## config.mk

```make
export PLATFORM = sky130hd
export DESIGN_NAME = pwm_shadow_ctrl
export DESIGN_NICKNAME = d
export VERILOG_FILES = /design/src/rtl/pwm_pkg.sv /design/src/rtl/pwm_regfile.sv /design/src/rtl/pwm_prescaler.sv /design/src/rtl/pwm_channel.sv /design/src/rtl/pwm_shadow_ctrl.sv
export SDC_FILE = /design/constraint.sdc
export NUM_CORES = 1
export LEC_CHECK = 0
export ABC_AREA = 0
export BUFFER_PORTS_ARGS = -buffer_cell sky130_fd_sc_hd__clkbuf_2
export CELL_PAD_IN_SITES_DETAIL_PLACEMENT = 0
export CELL_PAD_IN_SITES_GLOBAL_PLACEMENT = 2
export CORE_MARGIN = 2
export CORE_UTILIZATION = 43
export CTS_CLUSTER_SIZE = 24
export DETAILED_ROUTE_END_ITERATION = 12
export HOLD_SLACK_MARGIN = 0.12
export MAX_ROUTING_LAYER = met4
export PLACE_DENSITY_LB_ADDON = 0.1
export SLEW_MARGIN = 20
export SYNTH_ARGS = -nofsm -noshare
export SYNTH_HDL_FRONTEND = slang
export SYNTH_HIERARCHICAL = 1
export SYNTH_SLANG_ARGS = --single-unit
```

## constraint.sdc

```tcl
create_clock -name clk_i -period 3.5 [get_ports clk_i]
set_input_delay 0.7 -clock clk_i [delete_from_list [all_inputs] [get_ports clk_i]]
set_output_delay 0.7 -clock clk_i [all_outputs]
set_load 0.02 [all_outputs]
```

## src/rtl/pwm_pkg.sv

```systemverilog
package pwm_pkg;
  localparam int ADDR_W   = 11;
  localparam int DATA_W   = 32;
  localparam int CNT_W    = 16;
  localparam int DIV_W    = 2;
  localparam int INV_BIT  = 5;
  localparam int SLOT_W   = 3;            // 8 word slots per bank
  localparam int BANK_LSB = SLOT_W + 2;
  localparam logic [ADDR_W-1:0] OFF_PER  = 11'h400;
  localparam logic [ADDR_W-1:0] OFF_DUTY = 11'h420;
  localparam logic [ADDR_W-1:0] OFF_CTRL = 11'h440;

  typedef struct packed {
    logic [CNT_W-1:0] per;
    logic [CNT_W-1:0] duty;
    logic [DIV_W-1:0] div;
    logic             inv;
  } ch_cfg_t;
endpackage

```

## src/rtl/pwm_regfile.sv

```systemverilog
module pwm_regfile
  import pwm_pkg::*;
#(
  parameter int NUM_CH = 4
) (
  input  logic                 clk_i,
  input  logic                 rst_ni,
  input  logic                 req_i,
  input  logic                 we_i,
  input  logic [ADDR_W-1:0]    addr_i,
  input  logic [DATA_W-1:0]    wdata_i,
  output logic [DATA_W-1:0]    rdata_o,
  output ch_cfg_t [NUM_CH-1:0] cfg_o,
  output logic [NUM_CH-1:0]    arm_o
);
  localparam int BANK_W = ADDR_W - BANK_LSB;

  logic [BANK_W-1:0] bank;
  logic [SLOT_W-1:0] slot;
  logic              aligned, sel_per, sel_duty, sel_ctrl, wr;

  assign bank     = addr_i[ADDR_W-1:BANK_LSB];
  assign slot     = addr_i[BANK_LSB-1:2];
  assign aligned  = (addr_i[1:0] == 2'b00);
  assign sel_per  = aligned && (bank == OFF_PER[ADDR_W-1:BANK_LSB]);
  assign sel_duty = aligned && (bank == OFF_DUTY[ADDR_W-1:BANK_LSB]);
  assign sel_ctrl = aligned && (bank == OFF_CTRL[ADDR_W-1:BANK_LSB]);
  assign wr       = req_i && we_i;

  for (genvar i = 0; i < NUM_CH; i++) begin : g_ch
    logic hit;
    assign hit = wr && (slot == SLOT_W'(i));

    always_ff @(posedge clk_i or negedge rst_ni) begin
      if (!rst_ni) begin
        cfg_o[i] <= '0;
        arm_o[i] <= 1'b0;
      end else begin
        arm_o[i] <= hit && sel_per;
        if (hit && sel_per)  cfg_o[i].per  <= wdata_i[CNT_W-1:0];
        if (hit && sel_duty) cfg_o[i].duty <= wdata_i[CNT_W-1:0];
        if (hit && sel_ctrl) begin
          cfg_o[i].div <= wdata_i[DIV_W-1:0];
          cfg_o[i].inv <= wdata_i[INV_BIT];
        end
      end
    end
  end

  always_comb begin
    rdata_o = '0;
    for (int c = 0; c < NUM_CH; c++) begin
      if (slot == SLOT_W'(c)) begin
        if (sel_per)  rdata_o[CNT_W-1:0] = cfg_o[c].per;
        if (sel_duty) rdata_o[CNT_W-1:0] = cfg_o[c].duty;
        if (sel_ctrl) begin
          rdata_o[DIV_W-1:0] = cfg_o[c].div;
          rdata_o[INV_BIT]   = cfg_o[c].inv;
        end
      end
    end
  end

  initial begin
    if (NUM_CH > (1 << SLOT_W)) $error("NUM_CH exceeds bank slots");
  end
endmodule

```

## src/rtl/pwm_prescaler.sv

```systemverilog
module pwm_prescaler
  import pwm_pkg::*;
(
  input  logic             clk_i,
  input  logic             rst_ni,
  input  logic             clr_i,
  input  logic             tick_i,
  input  logic [DIV_W-1:0] div_i,
  output logic             step_o
);
  localparam int PRE_W = (1 << DIV_W) - 1;

  logic [PRE_W-1:0] pre_q, mask;

  assign mask   = PRE_W'((1 << div_i) - 1);
  assign step_o = tick_i && (pre_q == mask);

  always_ff @(posedge clk_i or negedge rst_ni) begin
    if (!rst_ni)     pre_q <= '0;
    else if (clr_i)  pre_q <= '0;
    else if (tick_i) pre_q <= step_o ? '0 : pre_q + 1'b1;
  end
endmodule

```

## src/rtl/pwm_channel.sv

```systemverilog
module pwm_channel
  import pwm_pkg::*;
(
  input  logic    clk_i,
  input  logic    rst_ni,
  input  logic    tick_i,
  input  logic    arm_i,
  input  ch_cfg_t stg_i,
  output logic    pwm_o
);
  logic             run_q, pend_q, step, boundary, start, commit;
  logic [CNT_W-1:0] cnt_q;
  ch_cfg_t          act_q;

  pwm_prescaler u_pre (
    .clk_i  (clk_i),
    .rst_ni (rst_ni),
    .clr_i  (start),
    .tick_i (tick_i && run_q),
    .div_i  (act_q.div),
    .step_o (step)
  );

  assign start    = arm_i && !run_q && (stg_i.per != '0);
  assign boundary = run_q && step && (cnt_q == act_q.per - 1'b1);
  assign commit   = boundary && (pend_q || arm_i);

  always_ff @(posedge clk_i or negedge rst_ni) begin
    if (!rst_ni) begin
      run_q  <= 1'b0;
      pend_q <= 1'b0;
      cnt_q  <= '0;
      act_q  <= '0;
    end else if (start) begin
      run_q  <= 1'b1;
      pend_q <= 1'b0;
      cnt_q  <= '0;
      act_q  <= stg_i;
    end else if (run_q) begin
      if (step) cnt_q <= boundary ? '0 : cnt_q + 1'b1;
      if (commit) begin
        act_q  <= stg_i;
        run_q  <= (stg_i.per != '0);
        pend_q <= 1'b0;
      end else if (arm_i) begin
        pend_q <= 1'b1;
      end
    end
  end

  assign pwm_o = run_q && ((cnt_q < act_q.duty) ^ act_q.inv);

  AST_CNT_IN_PERIOD: assert property (@(posedge clk_i) disable iff (!rst_ni)
    run_q |-> (cnt_q < act_q.per));
  AST_START_AT_ZERO: assert property (@(posedge clk_i) disable iff (!rst_ni)
    $rose(run_q) |-> (cnt_q == '0) && $past(arm_i));
  AST_SWAP_ON_BOUNDARY: assert property (@(posedge clk_i) disable iff (!rst_ni)
    !$stable(act_q) |-> $past(boundary || start));
  AST_STOP_ON_BOUNDARY: assert property (@(posedge clk_i) disable iff (!rst_ni)
    $fell(run_q) |-> $past(boundary) && !pwm_o);
endmodule

```

## src/rtl/pwm_shadow_ctrl.sv

```systemverilog
module pwm_shadow_ctrl
  import pwm_pkg::*;
#(
  parameter int NUM_CH = 4
) (
  input  logic              clk_i,
  input  logic              rst_ni,
  input  logic              tick_i,
  input  logic              req_i,
  input  logic              we_i,
  input  logic [10:0]       addr_i,
  input  logic [31:0]       wdata_i,
  output logic [31:0]       rdata_o,
  output logic [NUM_CH-1:0] pwm_o
);
  ch_cfg_t [NUM_CH-1:0] cfg;
  logic    [NUM_CH-1:0] arm;

  pwm_regfile #(.NUM_CH(NUM_CH)) u_regs (
    .clk_i   (clk_i),
    .rst_ni  (rst_ni),
    .req_i   (req_i),
    .we_i    (we_i),
    .addr_i  (addr_i),
    .wdata_i (wdata_i),
    .rdata_o (rdata_o),
    .cfg_o   (cfg),
    .arm_o   (arm)
  );

  for (genvar i = 0; i < NUM_CH; i++) begin : g_ch
    pwm_channel u_ch (
      .clk_i  (clk_i),
      .rst_ni (rst_ni),
      .tick_i (tick_i),
      .arm_i  (arm[i]),
      .stg_i  (cfg[i]),
      .pwm_o  (pwm_o[i])
    );
  end

  AST_RESET_LOW: assert property (@(posedge clk_i)
    !rst_ni |=> (pwm_o == '0));
endmodule

```

Word level (Yosys, flattened, before mapping)
Index checks and enable logic that the tools add are counted.
{ "classes": {"magnitude_cmp": 4, "n_reduce_logical": 98, "eq_ne": 14, "bitwise": 4, "mux": 89, "shifts": 4, "add_sub_neg": 16} }
{ "op_table": {"columns": ["operator", "count"], "rows": [
  ["two-way mux 16 bit", 29],
  ["two-way mux 35 bit", 12],
  ["adder 16 x 1 -> 16 bit (second input constant)", 4],
  ["== test 16 bit", 4],
  ["less-than comparator 16 bit", 4],
  ["nonzero test 16 bit", 4],
  ["subtractor 16 x 1 -> 16 bit (second input constant)", 4],
  ["logical AND 1 bit", 52],
  ["two-way mux 3 bit", 12],
  ["two-way mux 1 bit", 32],
  ["nonzero test 2 bit", 16],
  ["AND reduction 2 bit", 12],
  ["== test 6 bit (second input constant)", 3],
  ["adder 3 x 1 -> 3 bit (second input constant)", 4],
  ["== test 3 bit", 4],
  ["nonzero test 3 bit", 4],
  ["left shift 1 x 2 -> 3 bit (first input constant)", 4],
  ["subtractor 3 x 2 -> 3 bit (second input constant)", 4],
  ["two-way mux 2 bit", 4],
  ["== test 3 x 2 -> 1 bit (second input constant)", 2],
  ["zero test 1 bit", 4],
  ["logical OR 1 bit", 4],
  ["bitwise XOR 1 bit", 4],
  ["== test 3 x 1 -> 1 bit (second input constant)", 1],
  ["2 further kinds", 2]
]} }
{ "totals": {"regBits": 368, "elab_cells": 281} }

Longest topological paths before layout
{ "depth": {"word_depth": 19, "mapped_depth": 13, "mapped_depth_nobuf": 10} }

Cells and area by module
The synthesis kept the hierarchy.
{ "by_module_without_submodules": {"columns": ["module", "cells_each", "n_inst", "area_per_inst_um2"], "rows": [
  ["pwm_channel", 309, 4, 3343.2],
  ["pwm_regfile", 485, 1, 6865.3],
  ["pwm_prescaler", 22, 4, 212.7]
]} }

Least setup slack after synthesis
No wires, ideal clock.
{ "synth_path": {"kind": "input port to output port", "from": "input port addr_i[1]", "to": "output port rdata_o[15]", "path_stages": 5, "required_ns": 2.800, "arrival_ns": 2.829, "path_buffers": 1, "slack_ns": -0.029, "cell_sequence": "or4b_1 clkbuf_1 mux2_2 o22ai_1 a2111oi_0"} }
{ "synth_between": {"elab_chain_len": 15, "word_cells_on_any_way": 16} }
{ "synth_rtl": {"columns": ["element", "line", "rtl"], "rows": [
  ["start, declared", "pwm_shadow_ctrl.sv:11", "input logic [10:0] addr_i,"],
  ["zero test 2 bit (*)", "pwm_regfile.sv:24", "assign aligned = (addr_i[1:0] == 2'b00);"],
  ["logical AND 1 bit", "pwm_regfile.sv:25", "assign sel_per = aligned && (bank == OFF_PER[ADDR_W-1:BANK_LSB]);"],
  ["two-way mux 16 bit", "pwm_regfile.sv:54", "if (sel_per) rdata_o[CNT_W-1:0] = cfg_o[c].per;"],
  ["two-way mux 16 bit", "pwm_regfile.sv:55", "if (sel_duty) rdata_o[CNT_W-1:0] = cfg_o[c].duty;"],
  ["two-way mux 16 bit", "pwm_regfile.sv:53", "if (slot == SLOT_W'(c)) begin"],
  ["two-way mux 16 bit", "pwm_regfile.sv:54", null],
  ["two-way mux 16 bit", "pwm_regfile.sv:55", null],
  ["two-way mux 16 bit (2 in a row)", "pwm_regfile.sv:53", null],
  ["two-way mux 16 bit", "pwm_regfile.sv:54", null],
  ["two-way mux 16 bit", "pwm_regfile.sv:55", null],
  ["two-way mux 16 bit", "pwm_regfile.sv:53", null],
  ["two-way mux 16 bit", "pwm_regfile.sv:54", null],
  ["two-way mux 16 bit", "pwm_regfile.sv:55", null],
  ["two-way mux 16 bit (*)", "pwm_regfile.sv:53", null],
  ["end, declared", "pwm_shadow_ctrl.sv:13", "output logic [31:0] rdata_o,"]
]} }
Mark *: on every way between the ends. The rest lies on a longest branch, timed or not. The select of a mux whose other input is x is not followed.

Worst setup path in the final report
{ "layout_path": {"from": "register g_ch[1].u_ch/act_q[8] (netlist name)", "to": "output port pwm_o[1]"} }
{ "layout_between": {"elab_chain_len": 3} }
{ "layout_rtl": {"columns": ["element", "line", "rtl"], "rows": [
  ["start, declared", "pwm_channel.sv:13", "ch_cfg_t act_q;"],
  ["start signal, assigned", "pwm_channel.sv:38", "act_q <= stg_i;"],
  ["start signal, assigned", "pwm_channel.sv:42", "act_q <= stg_i;"],
  ["less-than comparator 16 bit", "pwm_channel.sv:51", "assign pwm_o = run_q && ((cnt_q < act_q.duty) ^ act_q.inv);"],
  ["bitwise XOR 1 bit", "pwm_channel.sv:51", null],
  ["logical AND 1 bit", "pwm_channel.sv:51", null],
  ["end, declared", "pwm_shadow_ctrl.sv:14", "output logic [NUM_CH-1:0] pwm_o"]
]} }
No other way between the ends.

==> flow_summary.yaml <==
global_routing:
  grt_use_total_pct: 22.98
  grt_max_degree: 73
  grt_pass1_wl_um: 86770
  antenna_found_initial: 0
  grt_pass1_vias: 14300
  gr-total-overflow: 0
placement:
  gp_congestion: 0.8645
  place_ws_ns: 0.06628
  hpwl_um: 40530
  portBuffers: 51
synth:
  yosys_warnings: 6
  ys_ff_latch: 368
  syn_area_um2: 21090
  yosysTopAreaCell: "dfrtp_1"
  synthTopCellsByCount: "dfrtp_1, mux2_2, mux2_4, nor2_1, xor2_1"
  yosysMostFrequentCell: "dfrtp_1"
  seq_area_frac_synth_pct: 43.67
  synth_adder_area_share_pct: 4.272
  syn_area_per_cell_um2: 11.66
  synth_area_leaders: "dfrtp_1, mux2_4, mux2_2"
  synth_xor_area_share_pct: 5.316
  synth_simple_gate_area_share_pct: 14.50
  synth-compound-area-share_pct: 6.158
  ys_types: 70
  yosysTopAreaCellShare_pct: 43.67
  syn_inst: 1809
  muxShareOfSynthArea_pct: 21.01
  synth_top_family_by_area: "multiplexers"
  dominantRegCellSynth: "dfrtp_1"
  synthArstFlopShare_pct: 100.0
  synth_edf_count: 0
min_path:
  hold_path.class: "reg2reg"
sta:
  worst_slack_ns: 0.1137
  rsz0062_at_grt: "yes"
  post-route-period-util_pct: 96.75
  fin_skew_ns: 0.009704
  setup_viol: 0
  relSlewSlack_pct: 46.26
  period_needed_ns: 3.386
  max_freq_mhz: 295.3
  tns_ns: 0
  final_hold_viol_count: 0
  slew_viol_final: 0
  worstMarginPinSlew_ns: 0.8060
routing:
  viasPerCell: 5.543
  wl_um: 55160
  drtPass1Iterations: 5
  ant_nets: 0
  drt_iter0_drc: 977
  vias: 14220
  wire_per_inst_um: 21.51
  drc: 0
worst_setup_path:
  crit_fanout: 3
  path_buf_inv: 2
  arrival_ns: 2.69
  regToRegSetupSlack_ns: 0.14
  crit_family: "compound AO/OA/AOI/OAI gates"
  critPathCaptureType: "output port"
  start_kind: "flop"
  path_cells: "inv_2 > ha_4 > a21o_1 > a2111oi_2 > o21ai_1 > a21oi_2 > xor2_1 > and2_1 > clkbuf_8"
  cp.required_ns: 2.80
  cpPeakStageDelay_ns: 0.40
  crit_type: "reg2out"
  cpMaxStageDelayCell: "dfrtp_1"
die:
  pin_count: 84
  die_x_um: 225.5
  rows: 81
  die-area_um2: 50830
  start_util_pct: 43.35
  core_um2: 48650
  die_h_um: 225.5
clock_network:
  clk_latency_ns: 0.56
  clockRootBuffer: "clkbuf_16"
  clockBufferDepth: 3
  cts.htree.levels: 2
  cts_sinks: 368
  cts_tree: "yes"
  numCtsBuffers: 43
  path_clk_slew_ns: 0.06
cells_and_area:
  layout-drive-gt1-share_pct: 30.84
  nNetsFinal: 2028
  area_growth_pct: 13.95
run_status:
  outcome: "complete, no violations"
power_and_ir_drop:
  power_density_nw_per_um2: 459.2
  power_mw: 11.03
  leakage_nw: 11.93
  peakVddDrop_mv: 0.3579
run:
  max-cap-violations: 0
-- per-layer routing --
metal	vias up	GRT usage, %	routed length, um
met1	7141	32.87	27140
met4	0	7.755	1738
met5	-	-	0
met3	81	2.960	1933
met2	254	33.67	24350
li1	6743	-	-
-- cells by family (layout without fill, tap and decap cells) --
logic type / after synthesis / in the layout
buf+inv: 182 / 300
other cells: 1 / 17
flops: 368 / 368
compound gates: 189 / 189
xor+xnor: 128 / 128
fa+ha+maj: 72 / 72
simple gates: 531 / 531
mux: 338 / 338
-- through the flow --
step | instance area, um^2 | std cells | util, % | hold WS, ns
5_1_grt | 24030 | 2564 | 49.40 | 0.5253
6_report | 24030 | 2565 | 49.40 | 0.5088
4_1_cts | 23810 | 2552 | 48.94 | 0.5123
2_1_floorplan | 21150 | 1824 | - | 0.4044
3_3_place_gp | 22080 | 2468 | 45.40 | 0.4916
3_5_place_dp | 22080 | 2468 | 45.40 | 0.4918
-- cells in the final DEF, fill, tap and decap left out, types with 10 or more instances in the layout --
cell type,netlist,layout
nor4_1,45,41
clkinv_2,0,10
clkbuf_2,0,46
and3_1,16,16
nand2b_1,12,12
nand2_1,59,59
clkbuf_8,0,11
inv_1,80,76
a21oi_1,48,45
nand3_1,17,17
mux2_2,144,144
mux2i_1,41,41
nor2_1,138,138
clkbuf_16,0,45
o21ai_0,17,13
nand3b_1,15,15
ha_1,72,63
dfrtp_1,368,359
xor2_1,88,88
nor3_1,36,36
buf_4,18,81
xnor2_1,40,40
and2_1,12,11
a21o_1,24,24
or3_1,19,19
nand4_1,45,45
nor4b_1,12,10
conb_1,1,16
or4_1,14,14
mux4_2,14,14
nor2b_1,17,17
o22ai_1,27,27
mux2_4,138,138
-- path summary, 6_finish.rpt --
path,start,to,depth (start not counted)
hold reg to reg,g_ch[2].u_ch/act_q[4]$_DFFE_PN0P_,g_ch[2].u_ch/act_q[4]$_DFFE_PN0P_,1
setup / recovery,g_ch[1].u_ch/act_q[8]$_DFFE_PN0P_,pwm_o[1],9
setup reg to reg,g_ch[0].u_ch/act_q[19]$_DFFE_PN0P_,g_ch[0].u_ch/act_q[8]$_DFFE_PN0P_,10
min in group asynchronous,rst_ni,g_ch[0].u_ch/run_q$_DFF_PN0_,2
hold / removal,g_ch[2].u_ch/act_q[4]$_DFFE_PN0P_,g_ch[2].u_ch/act_q[4]$_DFFE_PN0P_,1
max in group asynchronous,rst_ni,u_regs/cfg_o[127]$_DFFE_PN0P_,3
-- sequential cells by signal, indices dropped and copies added, names as in the netlist --
register	flops
g_ch.u_ch/act_q	140
u_regs/cfg_o	140
g_ch.u_ch/cnt_q	64
g_ch.u_ch/u_pre/pre_q	12
g_ch.u_ch/pend_q	4
g_ch.u_ch/run_q	4
u_regs/arm_o	4
-- worst register-to-register path: cells and delay by family (launching register included) --
kind	cells	cell delay (ns)
multiplexers	1	0.34
adder cells (fa/ha/maj)	1	0.19
flip-flops	1	0.45
AO/OA/AOI/OAI	3	0.53
buffers and inverters	2	0.29
AND/OR/NAND/NOR	3	1.44
-- timing repair --
action                                  4_1_cts  5_1_grt
pin swaps                                    10        9
gates resized for setup                      32       25
hold buffers                                  1        0
endpoints found under the setup margin        4      141
buffers inserted                              4       12
cloned                                        0        0
hold endpoints to repair                     46        0
-- power breakdown --
group          internal, mW  switching, mW
combinational         0.705          0.805
clock                  3.07           1.84
sequential             4.38          0.235
total                  8.16           2.88
-- cell type report --
class	count	area, um^2
multi-input combinational	1274	11090
tap	622	778.2
timing repair buffer	141	1076
sequential	368	9220
clock inverter	20	282.8
fill	4449	24610
antenna	1	2.502
clock buffer	59	1279
inverter	80	300.3
Note: power is estimated with default switching activity, not from simulation.
